[src/rtl/lcdt_pkg.sv]
package lcdt_pkg;
  localparam int LVL_W = 3;
  typedef logic [LVL_W-1:0] lvl_t;

  // number of commons scanned for a duty code
  function automatic int unsigned com_count(logic [2:0] duty, int unsigned maxc);
    case (duty)
      3'd0:    return 1;
      3'd1:    return 2;
      3'd2:    return 3;
      3'd3:    return 4;
      default: return maxc;
    endcase
  endfunction

  function automatic lvl_t bias_top(logic [1:0] bias);
    return lvl_t'(bias) + lvl_t'(1);
  endfunction

  function automatic lvl_t flip_lvl(lvl_t l, lvl_t top, logic pol);
    return pol ? lvl_t'(top - l) : l;
  endfunction
endpackage

[src/rtl/lcdt_seq.sv]
module lcdt_seq #(
  parameter int NCOM  = 8,
  parameter int CNT_W = 8,
  parameter int BLK_W = 8,
  localparam int COM_W = $clog2(NCOM),
  localparam int NC_W  = $clog2(NCOM + 1)
) (
  input  logic             clk,
  input  logic             rst_ni,
  input  logic [CNT_W-1:0] phase_len_i,
  input  logic [NC_W-1:0]  ncom_i,
  input  logic [BLK_W-1:0] blink_len_i,
  output logic [COM_W-1:0] com_idx_o,
  output logic             pol_o,
  output logic             frame_wrap_o,
  output logic             frame_start_o,
  output logic             blink_off_o
);
  logic [CNT_W-1:0] cnt_q, cnt_n;
  logic [COM_W-1:0] com_q, com_n;
  logic             pol_q, pol_n, fs_q, bph_q, bph_n;
  logic [BLK_W-1:0] bcnt_q, bcnt_n, blen_m1;
  logic             phase_end, at_last, wrap;

  assign phase_end = (cnt_q >= phase_len_i);
  assign at_last   = (NC_W'(com_q) + NC_W'(1)) >= ncom_i;
  assign wrap      = phase_end && at_last;
  assign blen_m1   = (blink_len_i == '0) ? '0 : blink_len_i - BLK_W'(1);

  always_comb begin
    cnt_n  = cnt_q + CNT_W'(1);
    com_n  = com_q;
    pol_n  = pol_q;
    bcnt_n = bcnt_q;
    bph_n  = bph_q;
    if (phase_end) begin
      cnt_n = '0;
      com_n = at_last ? '0 : com_q + COM_W'(1);
    end
    if (wrap) begin
      pol_n = ~pol_q;
      if (bcnt_q >= blen_m1) begin
        bcnt_n = '0;
        bph_n  = ~bph_q;
      end else begin
        bcnt_n = bcnt_q + BLK_W'(1);
      end
    end
  end

  always_ff @(posedge clk or negedge rst_ni) begin
    if (!rst_ni) begin
      cnt_q  <= '0;
      com_q  <= '0;
      pol_q  <= 1'b0;
      fs_q   <= 1'b0;
      bcnt_q <= '0;
      bph_q  <= 1'b0;
    end else begin
      cnt_q  <= cnt_n;
      com_q  <= com_n;
      pol_q  <= pol_n;
      fs_q   <= wrap;
      bcnt_q <= bcnt_n;
      bph_q  <= bph_n;
    end
  end

  assign com_idx_o     = com_q;
  assign pol_o         = pol_q;
  assign frame_wrap_o  = wrap;
  assign frame_start_o = fs_q;
  assign blink_off_o   = bph_q;

  p_step_r2: assert property (@(posedge clk) disable iff (!rst_ni)
    (phase_end && !wrap) |=> (com_idx_o == $past(com_idx_o) + COM_W'(1)));
  p_pol_flip_r4: assert property (@(posedge clk) disable iff (!rst_ni)
    frame_wrap_o |=> (pol_o != $past(pol_o)));
endmodule

[src/rtl/lcdt_pixbuf.sv]
module lcdt_pixbuf #(
  parameter int NCOM = 8,
  parameter int NSEG = 44,
  localparam int COM_W = $clog2(NCOM)
) (
  input  logic             clk,
  input  logic             rst_ni,
  input  logic             wr_en_i,
  input  logic [COM_W-1:0] wr_row_i,
  input  logic [NSEG-1:0]  wr_data_i,
  input  logic             upd_req_i,
  input  logic             frame_wrap_i,
  input  logic [COM_W-1:0] rd_row_i,
  output logic [NSEG-1:0]  rd_data_o,
  output logic             pend_o,
  output logic             done_o
);
  logic [NCOM-1:0][NSEG-1:0] wbuf_q, dbuf_q;
  logic pend_q, pend_n, done_q, done_n, xfer;

  assign xfer = frame_wrap_i && (pend_q || upd_req_i);

  always_comb begin
    pend_n = pend_q;
    done_n = done_q;
    if (xfer) begin
      pend_n = 1'b0;
      done_n = 1'b1;
    end else if (upd_req_i) begin
      pend_n = 1'b1;
      done_n = 1'b0;
    end
  end

  always_ff @(posedge clk or negedge rst_ni) begin
    if (!rst_ni) begin
      pend_q <= 1'b0;
      done_q <= 1'b0;
    end else begin
      pend_q <= pend_n;
      done_q <= done_n;
    end
  end

  for (genvar r = 0; r < NCOM; r++) begin : g_row
    logic row_we;
    assign row_we = wr_en_i && (wr_row_i == COM_W'(r));
    always_ff @(posedge clk or negedge rst_ni) begin
      if (!rst_ni) begin
        wbuf_q[r] <= '0;
        dbuf_q[r] <= '0;
      end else begin
        if (row_we) wbuf_q[r] <= wr_data_i;
        if (xfer)   dbuf_q[r] <= wbuf_q[r];
      end
    end
  end

  assign rd_data_o = dbuf_q[rd_row_i];
  assign pend_o    = pend_q;
  assign done_o    = done_q;

  p_commit_r7: assert property (@(posedge clk) disable iff (!rst_ni)
    (frame_wrap_i && (pend_o || upd_req_i)) |=> (done_o && !pend_o));
  p_hidden_r6: assert property (@(posedge clk) disable iff (!rst_ni)
    !(frame_wrap_i && (pend_o || upd_req_i)) |=> $stable(dbuf_q));
endmodule

[src/rtl/lcdt_level.sv]
module lcdt_level
  import lcdt_pkg::*;
#(
  parameter int NCOM = 8,
  parameter int NSEG = 44,
  localparam int COM_W = $clog2(NCOM),
  localparam int NC_W  = $clog2(NCOM + 1)
) (
  input  logic                  clk,
  input  logic                  rst_ni,
  input  logic [NC_W-1:0]       ncom_i,
  input  logic [1:0]            bias_i,
  input  logic [COM_W-1:0]      com_idx_i,
  input  logic                  pol_i,
  input  logic [NSEG-1:0]       seg_en_i,
  input  logic [NSEG-1:0]       row_i,
  input  logic                  blank0_i,
  output logic [NCOM*LVL_W-1:0] com_lvl_o,
  output logic [NSEG*LVL_W-1:0] seg_lvl_o
);
  lvl_t top, com_idle, seg_off;

  assign top      = bias_top(bias_i);
  assign com_idle = (bias_i == 2'd0) ? lvl_t'(0) : lvl_t'(1);
  assign seg_off  = (bias_i == 2'd0) ? lvl_t'(1) : lvl_t'(top - lvl_t'(1));

  for (genvar i = 0; i < NCOM; i++) begin : g_com
    lvl_t base;
    logic used;
    assign used = (NC_W'(i) < ncom_i);
    assign base = (com_idx_i == COM_W'(i)) ? top : com_idle;
    assign com_lvl_o[i*LVL_W +: LVL_W] = used ? flip_lvl(base, top, pol_i) : '0;

    p_com_cap_r3: assert property (@(posedge clk) disable iff (!rst_ni)
      com_lvl_o[i*LVL_W +: LVL_W] <= top);
    p_com_unused_r5: assert property (@(posedge clk) disable iff (!rst_ni)
      (ncom_i <= NC_W'(i)) |-> (com_lvl_o[i*LVL_W +: LVL_W] == '0));
  end

  for (genvar s = 0; s < NSEG; s++) begin : g_seg
    logic lit;
    lvl_t base;
    if (s == 0) begin : g_blink
      assign lit = row_i[s] && !blank0_i;
    end else begin : g_plain
      assign lit = row_i[s];
    end
    assign base = lit ? lvl_t'(0) : seg_off;
    assign seg_lvl_o[s*LVL_W +: LVL_W] = seg_en_i[s] ? flip_lvl(base, top, pol_i) : '0;

    p_seg_cap_r3: assert property (@(posedge clk) disable iff (!rst_ni)
      seg_lvl_o[s*LVL_W +: LVL_W] <= top);
  end
endmodule

[src/rtl/segdrv_timing.sv]
module segdrv_timing #(
  parameter int NCOM  = 8,
  parameter int NSEG  = 44,
  parameter int CNT_W = 8,
  parameter int BLK_W = 8,
  localparam int COM_W = $clog2(NCOM),
  localparam int NC_W  = $clog2(NCOM + 1),
  localparam int LW    = lcdt_pkg::LVL_W
) (
  input  logic             clk,
  input  logic             rst_n,
  input  logic [2:0]       duty_sel,
  input  logic [1:0]       bias_sel,
  input  logic [CNT_W-1:0] phase_len,
  input  logic [NSEG-1:0]  seg_en,
  input  logic             wr_en,
  input  logic [COM_W-1:0] wr_row,
  input  logic [NSEG-1:0]  wr_data,
  input  logic             upd_req,
  input  logic [NCOM-1:0]  blink_sel,
  input  logic [BLK_W-1:0] blink_len,
  output logic [NCOM*LW-1:0] com_lvl,
  output logic [NSEG*LW-1:0] seg_lvl,
  output logic             frame_start,
  output logic             frame_pol,
  output logic             upd_pend,
  output logic             upd_done
);
  logic [1:0]       rst_sync_q;
  logic             rst_ni;
  logic [NC_W-1:0]  ncom;
  logic [COM_W-1:0] com_idx;
  logic             wrap, blink_off;
  logic [NSEG-1:0]  row;

  always_ff @(posedge clk or negedge rst_n) begin
    if (!rst_n) rst_sync_q <= 2'b00;
    else        rst_sync_q <= {rst_sync_q[0], 1'b1};
  end
  assign rst_ni = rst_sync_q[1];

  assign ncom = NC_W'(lcdt_pkg::com_count(duty_sel, NCOM));

  lcdt_seq #(.NCOM(NCOM), .CNT_W(CNT_W), .BLK_W(BLK_W)) seq_i (
    .clk(clk), .rst_ni(rst_ni), .phase_len_i(phase_len), .ncom_i(ncom),
    .blink_len_i(blink_len), .com_idx_o(com_idx), .pol_o(frame_pol),
    .frame_wrap_o(wrap), .frame_start_o(frame_start), .blink_off_o(blink_off)
  );

  lcdt_pixbuf #(.NCOM(NCOM), .NSEG(NSEG)) buf_i (
    .clk(clk), .rst_ni(rst_ni), .wr_en_i(wr_en), .wr_row_i(wr_row),
    .wr_data_i(wr_data), .upd_req_i(upd_req), .frame_wrap_i(wrap),
    .rd_row_i(com_idx), .rd_data_o(row), .pend_o(upd_pend), .done_o(upd_done)
  );

  lcdt_level #(.NCOM(NCOM), .NSEG(NSEG)) lvl_i (
    .clk(clk), .rst_ni(rst_ni), .ncom_i(ncom), .bias_i(bias_sel),
    .com_idx_i(com_idx), .pol_i(frame_pol), .seg_en_i(seg_en), .row_i(row),
    .blank0_i(blink_off && blink_sel[com_idx]),
    .com_lvl_o(com_lvl), .seg_lvl_o(seg_lvl)
  );

  p_fs_pol_r10: assert property (@(posedge clk) disable iff (!rst_ni)
    frame_start |-> (frame_pol != $past(frame_pol)));
endmodule

[config.mk]
export PLATFORM = sky130hd
export DESIGN_NAME = segdrv_timing
export DESIGN_NICKNAME = d
export VERILOG_FILES = /design/src/rtl/lcdt_pkg.sv /design/src/rtl/lcdt_seq.sv /design/src/rtl/lcdt_pixbuf.sv /design/src/rtl/lcdt_level.sv /design/src/rtl/segdrv_timing.sv
export SDC_FILE = /design/constraint.sdc
export NUM_CORES = 1
export LEC_CHECK = 0
export CAP_MARGIN = 10
export CORE_AREA = 2 2 262 264
export CTS_BUF_LIST = sky130_fd_sc_hd__clkbuf_2 sky130_fd_sc_hd__clkbuf_4 sky130_fd_sc_hd__clkbuf_8
export DETAILED_ROUTE_END_ITERATION = 16
export DIE_AREA = 0 0 264 266
export DONT_BUFFER_PORTS = 1
export GPL_ROUTABILITY_DRIVEN = 0
export GPL_TIMING_DRIVEN = 0
export PLACE_DENSITY_LB_ADDON = 0.08
export SYNTH_ARGS = -nofsm -noshare
export SYNTH_HDL_FRONTEND = slang
export SYNTH_SLANG_ARGS = --single-unit
[constraint.sdc]
create_clock -name clk -period 24 [get_ports clk]
set_clock_uncertainty 0.1 [all_clocks]
set_input_delay 7.2 -clock clk [delete_from_list [all_inputs] [get_ports clk]]
set_output_delay 7.2 -clock clk [all_outputs]
set_load 0.05 [all_outputs]
### Word level (Yosys, flattened, before mapping)

Index checks and enable logic that the tools add are counted.

| word-level totals | value |
|---|---|
| register bits after elaboration | 730 |
| word-level logic and storage cells | 307 |
| input bits | 124 |

| cells by class | value |
|---|---|
| bitwise gates (word level) | 2 |
| mux-type cells | 171 |
| $add $sub $neg | 59 |
| order comparisons | 12 |
| eq/ne operators | 17 |
| reductions and logical operators | 21 |

Operators by type and width:

| kind | count |
|---|---|
| $mux W3 | 158 |
| $sub A3 B3 Y3 | 52 |
| $bmux W44 S3 | 1 |
| $mux W44 | 1 |
| $eq A3 B3 Y1 const B | 8 |
| $mux W8 | 3 |
| $eq A3 B2 Y1 const B | 6 |
| $add A8 B1 Y8 const B | 2 |
| $ge A8 B8 Y1 | 2 |
| $lt A3 B4 Y1 const A | 4 |
| $pmux W4 S4 | 1 |
| $logic_and A1 B1 Y1 | 12 |
| $eq A3 B1 Y1 const B | 3 |
| $logic_not A3 Y1 | 3 |
| $logic_not A8 Y1 | 1 |
| $lt A1 B4 Y1 const A | 2 |
| $lt A2 B4 Y1 const A | 2 |
| $sub A8 B1 Y8 const B | 1 |
| $mux W1 | 6 |
| $add A3 B1 Y4 const B | 1 |
| $ge A4 B4 Y1 | 1 |
| $lt A3 B4 Y1 const B | 1 |
| $add A2 B1 Y3 const B | 1 |
| $add A3 B1 Y3 const B | 1 |
| 8 further kinds | 9 |

### Longest topological paths before layout

Gate-level depths: netlist (run 1).

| depth | value |
|---|---|
| word-level depth | 9 |
| mapped depth | 14 |
| depth with buffers taken out | 12 |

### Hierarchy

From an unflattened synthesis (run 1), not the netlist that was laid out.

| unflattened totals | value |
|---|---|
| cells, all modules | 2,655 |
| area total of the unflattened synthesis | 36,498.8 um^2 |

Modules (own cells, without submodules):

| module | area each (um^2) | cells an instance | times used |
|---|---|---|---|
| lcdt_pixbuf | 28,827.6 | 1,658 | 1 |
| lcdt_level | 5,779.3 | 802 | 1 |
| lcdt_seq | 1,739.2 | 179 | 1 |
| segdrv_timing | 152.6 | 16 | 1 |

### Worst setup path after synthesis (run 1)

No wires, ideal clock.

| path | value |
|---|---|
| kind | in2out |
| start | in bias_sel[0] |
| end | out seg_lvl[71] |
| buffers on the path | 2 |
| arrival | 11.878 ns |
| stages on the path | 12 |
| setup slack | 4.822 ns |
| path through | buf_2 > inv_1 > ha_1 > xnor2_1 > nor2_1 > clkbuf_1 > nand2_1 > fa_1 > xnor2_1 > nand2_1 > nand2_1 > o21ai_0 |

| between the ends | value |
|---|---|
| cells in the longest elaborated chain, start to end | 7 |
| elaborated cells between the ends (all ways) | 8 |
| classes of those cells | add/sub (3); mux (4); reduce/logical (1) |

Ends and longest elaborated chain:

| what | RTL line | source |
|---|---|---|
| start: declaration | segdrv_timing.sv:13 | `input logic [1:0] bias_sel,` |
| $add A2 B1 Y3 | lcdt_pkg.sv:17 | `return lvl_t'(bias) + lvl_t'(1);` |
| $sub A3 B1 Y3 | lcdt_level.sv:25 | `assign seg_off = (bias_i == 2'd0) ? lvl_t'(1) : lvl_t'(top - lvl_t'(1));` |
| $mux W3 | lcdt_level.sv:25 |  |
| $mux W3 | lcdt_level.sv:48 | `assign base = lit ? lvl_t'(0) : seg_off;` |
| $sub A3 B3 Y3 | lcdt_pkg.sv:21 | `return pol ? lvl_t'(top - l) : l;` |
| $mux W3 (*) | lcdt_pkg.sv:21 |  |
| $mux W3 (*) | lcdt_level.sv:49 | `assign seg_lvl_o[s*LVL_W +: LVL_W] = seg_en_i[s] ? flip_lvl(base, top, pol_i) : '0;` |
| end: declaration | segdrv_timing.sv:23 | `output logic [NSEG*LW-1:0] seg_lvl,` |

Every way passes the cells marked *; elsewhere a longest branch is shown, timed or not.

### Final worst setup path (run 1)

| path | value |
|---|---|
| start | in bias_sel[0] |
| end | out seg_lvl[65] |

The elaborated chain is that of the path after synthesis.

==> impl_metrics.csv, run 1 <==
group,metric,value,unit
floorplanning,coreArea,67700,um^2
yosys,async_flop_share,1.00,
route,ant_nets,0,
layout,drive_above_1_share,0.353,
route,dr.first_iter.drc_count,1752,
yosys,synth_edf_count,0,
grt,grt_max_degree,77,
yosys,synthSimpleGateAreaFrac,0.0711,
yosys,seq_area_frac_synth,0.496,
floorplanning,start_util,0.544,
floorplanning,rows,96,
sta,hold_viol,0,
grt,grt_use_met2,0.496,
yosys,synth_adder_area_share,0.0561,
place,io_buffers,0,
layout,stdcell_area,40800,um^2
route,first_pass_iters,6,
yosys,synthXorXnorAreaFrac,0.0140,
sta,setup_viol,0,
yosys,synth_ff_type,"dfrtp_1",
power,p_leak,19.1,nW
yosys,synth_compound_area_frac,0.0374,
critical_path,arrival,11.91,ns
grt,grt_pass1_vias,24700,
layout,syn_to_final_growth,10.8,%
critical_path,critical_path_class,"input pin to primary output",
run_status,run_status,"completed",
layout,seq_area,18300,um^2
critical_path,start_kind,"input pin",
grt,antenna_found_initial,8,
clock_network,clkTransAtPathRegs,0.06,ns
sta,worst_pin_slew,1.32,ns
place,dp_slack,4.97,ns
clock_network,post_cts_buffers,0,
critical_path,required,16.70,ns
clock_network,cts_tree,"yes",
floorplanning,die_w,264,um
yosys,post-synth-top-area-fraction,0.496,
clock_network,clock-sinks,730,
route,drc,0,
sta,rsz0062_at_grt,"no",
clock_network,insertion_delay,0.72,ns
yosys,syn-instance-count,2806,
yosys,syn_nets,3069,
worst_hold_path,hp-class,"register to async pin",
yosys,synth_top_family_by_area,"multiplexers",
sta,setup_slack,4.79,ns
clock_network,h-tree-depth,3,
floorplanning,pin_count,284,
clock_network,cts_buffers,116,
critical_path,startpoint,"bias_sel[0]",
critical_path,path_max_fanout,55,
yosys,syn_area,36900,um^2
sta,drv_slew,0,
yosys,yosys-top-cells-area,"dfrtp_1 (50%), mux2_2 (16%), mux4_2 (5.5%)",
power,ir_worst_vdd,0.0000576,V
critical_path,crit_path_end_kind,"primary output",
clock_network,clk_path_buf_depth,3,
grt,use_met1,0.388,
route,drt-total-wl,105000,um
route,wl_per_cell,26.9,um
grt,grt_use_met3,0.0754,
clock_network,cts_resized,0,
grt,overflow,0,
place,place_area,38300,um^2
grt,grt-busiest-layer,"met2",
yosys,synth_cell_types,58,
sta,max_freq,0.0521,GHz
grt,grt_usage,0.302,
clock_network,cts-hold-fix-buffers,0,
yosys,synth_warnings,0,
yosys,synth_top_area_cell,"dfrtp_1",
grt,grt_pass1_wl,157000,um
yosys,synth_commonest_cells,"dfrtp_1 (730), mux2_2 (539), nand2_1 (290)",
place,dpl.hpwl,74700,um
yosys,synth_most_common_cell,"dfrtp_1",
yosys,syn_area_per_cell,13.1,um^2
route,vias,23900,
critical_path,timing.rr.start,"seq_i.com_idx_o[1]$_DFFE_PN0N_",
layout,fill_cells,5355,
route,vias_per_cell,6.10,
sta,slew_headroom,0.114,
sta,min_period_over_period,0.800,
sta,layout_min_cycle_time,19.21,ns
layout,multiInputGateArea,17500,um^2
power,p_total,4.97,mW
yosys,ys_ff_latch,730,
clock_network,clockRootBuffer,"clkbuf_8",
floorplanning,die-area,70200,um^2
floorplanning,die_h,266,um
layout,final_nets,3198,
yosys,synth_mux_area_frac,0.296,
power,power.density,122,nW/um^2
run,maxCapViolations,0,
placed cells by master (no fill, tap or decap), drive strengths merged, types with 18 or more instances in the layout:
master    n
mux2i    53
fa       44
nor2     84
buf      84
a31o     43
mux4     90
nand4    45
ha       95
o21ai   106
a21oi    18
nand3    52
xnor2    51
nor2b    52
nand2   290
mux2    708
nand2b   18
inv      80
clkbuf  276
dfrtp   730
kinds of logic after synthesis:
logic type	count (synthesis)
compound gates	212
xor+xnor	59
fa+ha+maj	139
buf+inv	239
flops	730
mux	851
other cells	1
simple gates	575
registers in the layout, summed over array words and instances (netlist names), 2 cells and up:
signal,count
buf_i.wbuf_q,352
seq_i.bcnt_q,8
seq_i.cnt_q,8
rst_sync_q,2
seq_i.com_idx_o,3
buf_i.dbuf_q,352
critical path, stage by stage:
cell and delay [ns]:
buf_2 0.26, inv_1 0.14, ha_4 0.61, xnor2_1 0.12, nor2_1 0.70, clkbuf_1 0.89, nand2_1 0.25, fa_1 0.50
xnor2_1 0.15, nand2_1 0.10, nand2_1 0.06, o21ai_1 0.87
where the power goes:
group	internal [mW]	switching [mW]
combinational	0.755	1.34
sequential	1.56	0.176
clock	0.655	0.490
total	2.97	2.01
cell type report:
type,instances,area share
flip-flops and latches,730,0.447
well taps,882,0.0270
diodes,5,0.000306
multi-input cells,1837,0.429
clock buffers,188,0.0571
clock inverters,21,0.00545
repair buffers,11,0.00723
inverters,78,0.00717
plain buffers,161,0.0197
metrics by stage:
| stage | instances | util | hold WS (ns) | setup TNS [ns] |
|---|---|---|---|---|
| after CTS | 3908 | 0.603 | 0.241 | 0 |
| after global placement | 3688 | 0.560 | 0.237 | -3320.59 |
| final | 3913 | 0.603 | 0.213 | 0 |
| after detailed placement | 3699 | 0.565 | 0.233 | 0 |
| after global routing | 3911 | 0.603 | 0.271 | 0 |
| after floorplan | 2806 | - | 0.231 | 0 |
final timing paths:
kind / endpoint / slack (ns) / depth (start not counted)
setup / recovery: seg_lvl[65] / 4.79 / 12
max in group asynchronous: rst_sync_q[1]$_DFF_PN0_ / 17.64 / 0
setup reg to reg: buf_i.dbuf_q[248]$_DFFE_PN0P_ / 19.25 / 12
hold / removal: buf_i.wbuf_q[183]$_DFFE_PN0P_ / 0.21 / 0
hold reg to reg: buf_i.wbuf_q[183]$_DFFE_PN0P_ / 0.21 / 0
min in group clk: rst_sync_q[1]$_DFF_PN0_ / 0.26 / 0
routing by layer:
metal  share of wire  vias to the layer above
met5         0.00047                        -
met4           0.036                        8
met3           0.075                      223
met2            0.48                      876
met1            0.41                    12500
li1                -                    10300
Power figures use the tool's default switching activity.
==> inputs of run 2 (changes only) <==
Settings changed: ABC_AREA from default to 1, CORE_AREA 2 2 262 264 to 2 2 267 269, DIE_AREA 0 0 264 266 to 0 0 269 271.
Clock period 24 ns to 18 ns, I/O delays scaled along.
==> run 2 against run 1 <==
Cell count up 56%. Largest power group unchanged. Via count up 46%. Sequential power up 42%. First-iteration DRC count up 100%. Synthesized area up 3.5%. Count of clock-buffer cells in the layout up 1. Highest routed layer is now met4.
==> impl_metrics.csv, run 2 <==
group,metric,value,unit
layout,stdcell_area,42200,um^2
sta,drv_slew,0,
run,maxCapViolations,0,
worst_hold_path,whs_endpoint,"rst_sync_q[1]$_DFF_PN0_",
clock_network,clkTransAtPathRegs,0.06,ns
sta,worst_hold_slack,0.248,ns
floorplanning,die-area,72900,um^2
critical_path,required,12.50,ns
clock_network,cts_buffers,114,
sta,layout_min_cycle_time,14.51,ns
yosys,synth_ff_type,"dfrtp_1",
clock_network,cts_resized,0,
floorplanning,coreArea,69800,um^2
place,io_buffers,0,
grt,grt_pass1_vias,33300,
route,drt-total-wl,132000,um
layout,drive_above_1_share,0.0807,
grt,grt_max_degree,75,
grt,overflow,0,
yosys,synth_most_common_cell,"nand2_1",
critical_path,r2r_cells,15,
critical_path,r2r-end,"buf_i.dbuf_q[308]$_DFFE_PN0P_",
sta,worst_pin_slew,1.33,ns
critical_path,crit_path_end_kind,"primary output",
critical_path,path_max_fanout,58,
yosys,synth_warnings,0,
clock_network,cts_tree,"yes",
floorplanning,pin_count,284,
clock_network,post_cts_buffers,0,
layout,final_common_cell,"nand2_1",
layout,syn_to_final_growth,10.6,%
sta,setup_tns,0,ns
floorplanning,die_w,269,um
critical_path,critical_path_class,"input pin to primary output",
power,ir_worst_vdd,0.0000893,V
route,dr.first_iter.drc_count,3530,
grt,antenna_found_initial,4,
route,vias,34900,
sta,max_freq,0.0689,GHz
layout,reg_top3,"buf_i.dbuf_q x352, buf_i.wbuf_q x352",
yosys,syn_area_per_cell,7.69,um^2
sta,setup_slack,3.49,ns
critical_path,start_kind,"input pin",
worst_hold_path,min-delay-start,"rst_sync_q[0]$_DFF_PN0_",
clock_network,clk_path_buf_depth,3,
yosys,post-synth-top-area-fraction,0.479,
floorplanning,start_util,0.547,
sta,setup_viol,0,
place,dpl.hpwl,98600,um
clock_network,cts-hold-fix-buffers,0,
clock_network,insertion_delay,0.75,ns
power,p_leak,22.0,nW
yosys,synth_cell_types,35,
route,ant_nets,0,
worst_hold_path,min_delay_path_depth,0,
yosys,syn_nets,5225,
sta,rsz0062_at_grt,"no",
yosys,synth_edf_count,0,
route,drc,0,
floorplanning,die_h,271,um
grt,grt_usage,0.364,
yosys,ys_ff_latch,730,
grt,grt_pass1_wl,200000,um
power,power.density,188,nW/um^2
layout,final_nets,5357,
yosys,synth_commonest_cells,"nand2_1 (1921), dfrtp_1 (730), o21ai_0 (461)",
sta,slew_headroom,0.118,
floorplanning,rows,97,
layout,layout_common_cells,"nand2_1 (1921), dfrtp_1 (729), o21ai_0 (459)",
yosys,async_flop_share,1.00,
place,dp_slack,3.60,ns
clock_network,clockRootBuffer,"clkbuf_8",
sta,hold_viol,0,
place,place_area,39700,um^2
yosys,syn_area,38200,um^2
yosys,yosys-top-cells-area,"dfrtp_1 (48%), nand2_1 (19%), o21ai_0 (6.0%)",
critical_path,timing.rr.start,"seq_i.com_idx_o[1]$_DFFE_PN0N_",
worst_hold_path,hp-class,"register to register",
critical_path,rrSetupSlack,13.73,ns
critical_path,arrival,9.01,ns
run_status,run_status,"completed",
route,first_pass_iters,6,
clock_network,h-tree-depth,3,
yosys,synth_top_area_cell,"dfrtp_1",
clock_network,clock-sinks,730,
yosys,seq_area_frac_synth,0.479,
yosys,syn-instance-count,4962,
sta,min_period_over_period,0.806,
route,wl_per_cell,21.6,um
route,vias_per_cell,5.70,
[run 2: changes by cell type after synthesis, sizes merged, moves of 90 or more]
cell / before / now
mux2: 708 / 0
nand3: 52 / 157
buf: 73 / 193
o21ai: 106 / 470
nand4: 45 / 357
nor2: 84 / 277
nand2: 290 / 1922
mux4: 90 / 0
inv: 78 / 318
a21oi: 18 / 198
[run 2: cell type report]
type                    instances  area (um^2)
flip-flops and latches        730        18300
well taps                     940         1180
multi-input cells            3561        17100
diodes                          2         5.00
inverters                     320         1200
fillers                      6633        27600
repair buffers                 16          364
plain buffers                 351         1660
clock buffers                 189         2360
clock inverters                13          110
[run 2: through the flow]
stage	power, mW	util	cells
after floorplan	5.15	-	4962
after global placement	6.25	0.564	5902
after detailed placement	6.34	0.569	5917
after CTS	7.86	0.605	6119
after global routing	8.44	0.605	6121
final	7.93	0.605	6122
[run 2: per-layer routing]
layer  vias to the layer above  share of wire  global-route usage
met5                         -              0                   0
met4                         0          0.045               0.160
met3                       306          0.094              0.0756
met2                      1516           0.46               0.582
met1                     16800           0.40               0.478
li1                      16400              -                   -
[run 2: worst max path at each step]
| stage | endpoint | start | slack [ns] |
|---|---|---|---|
| 2_1_floorplan | seg_lvl[101] | bias_sel[0] | 2.97 |
| 3_3_place_gp | seq_i.bcnt_q[7]$_DFFE_PN0P_ | rst_sync_q[1]$_DFF_PN0_ | 1.37 |
| 3_5_place_dp | seg_lvl[89] | bias_sel[0] | 3.60 |
| 4_1_cts | seg_lvl[89] | bias_sel[0] | 3.60 |
| 5_1_grt | seg_lvl[62] | bias_sel[0] | 3.39 |
| 6_report | seg_lvl[11] | bias_sel[0] | 3.49 |
[run 2: cell families (layout without fill, tap and decap cells)]
group	Yosys count	in the layout	synth area share
mux	1	1	0.000262
buf+inv	671	889	0.0751
flops	730	730	0.479
other cells	1	3	0.0000983
fa+ha+maj	139	139	0.0542
xor+xnor	16	16	0.00367
simple gates	2728	2728	0.298
compound gates	676	676	0.0894
[run 2: power by group]
part | internal [mW] | switching, mW
Combinational | 0.925 | 3.03
Sequential | 2.15 | 0.309
Clock | 0.837 | 0.677
Total | 3.91 | 4.02
[run 2: critical path, cell delays in order]
cell     delay, ns
inv_2         0.10
ha_4          0.57
inv_2         0.20
a21oi_2       0.51
buf_2         0.39
nand2_1       0.14
fa_1          0.40
inv_1         0.07
a21oi_1       0.05
o21ai_0       0.15
nor2_1        0.08
nor2_1        0.90
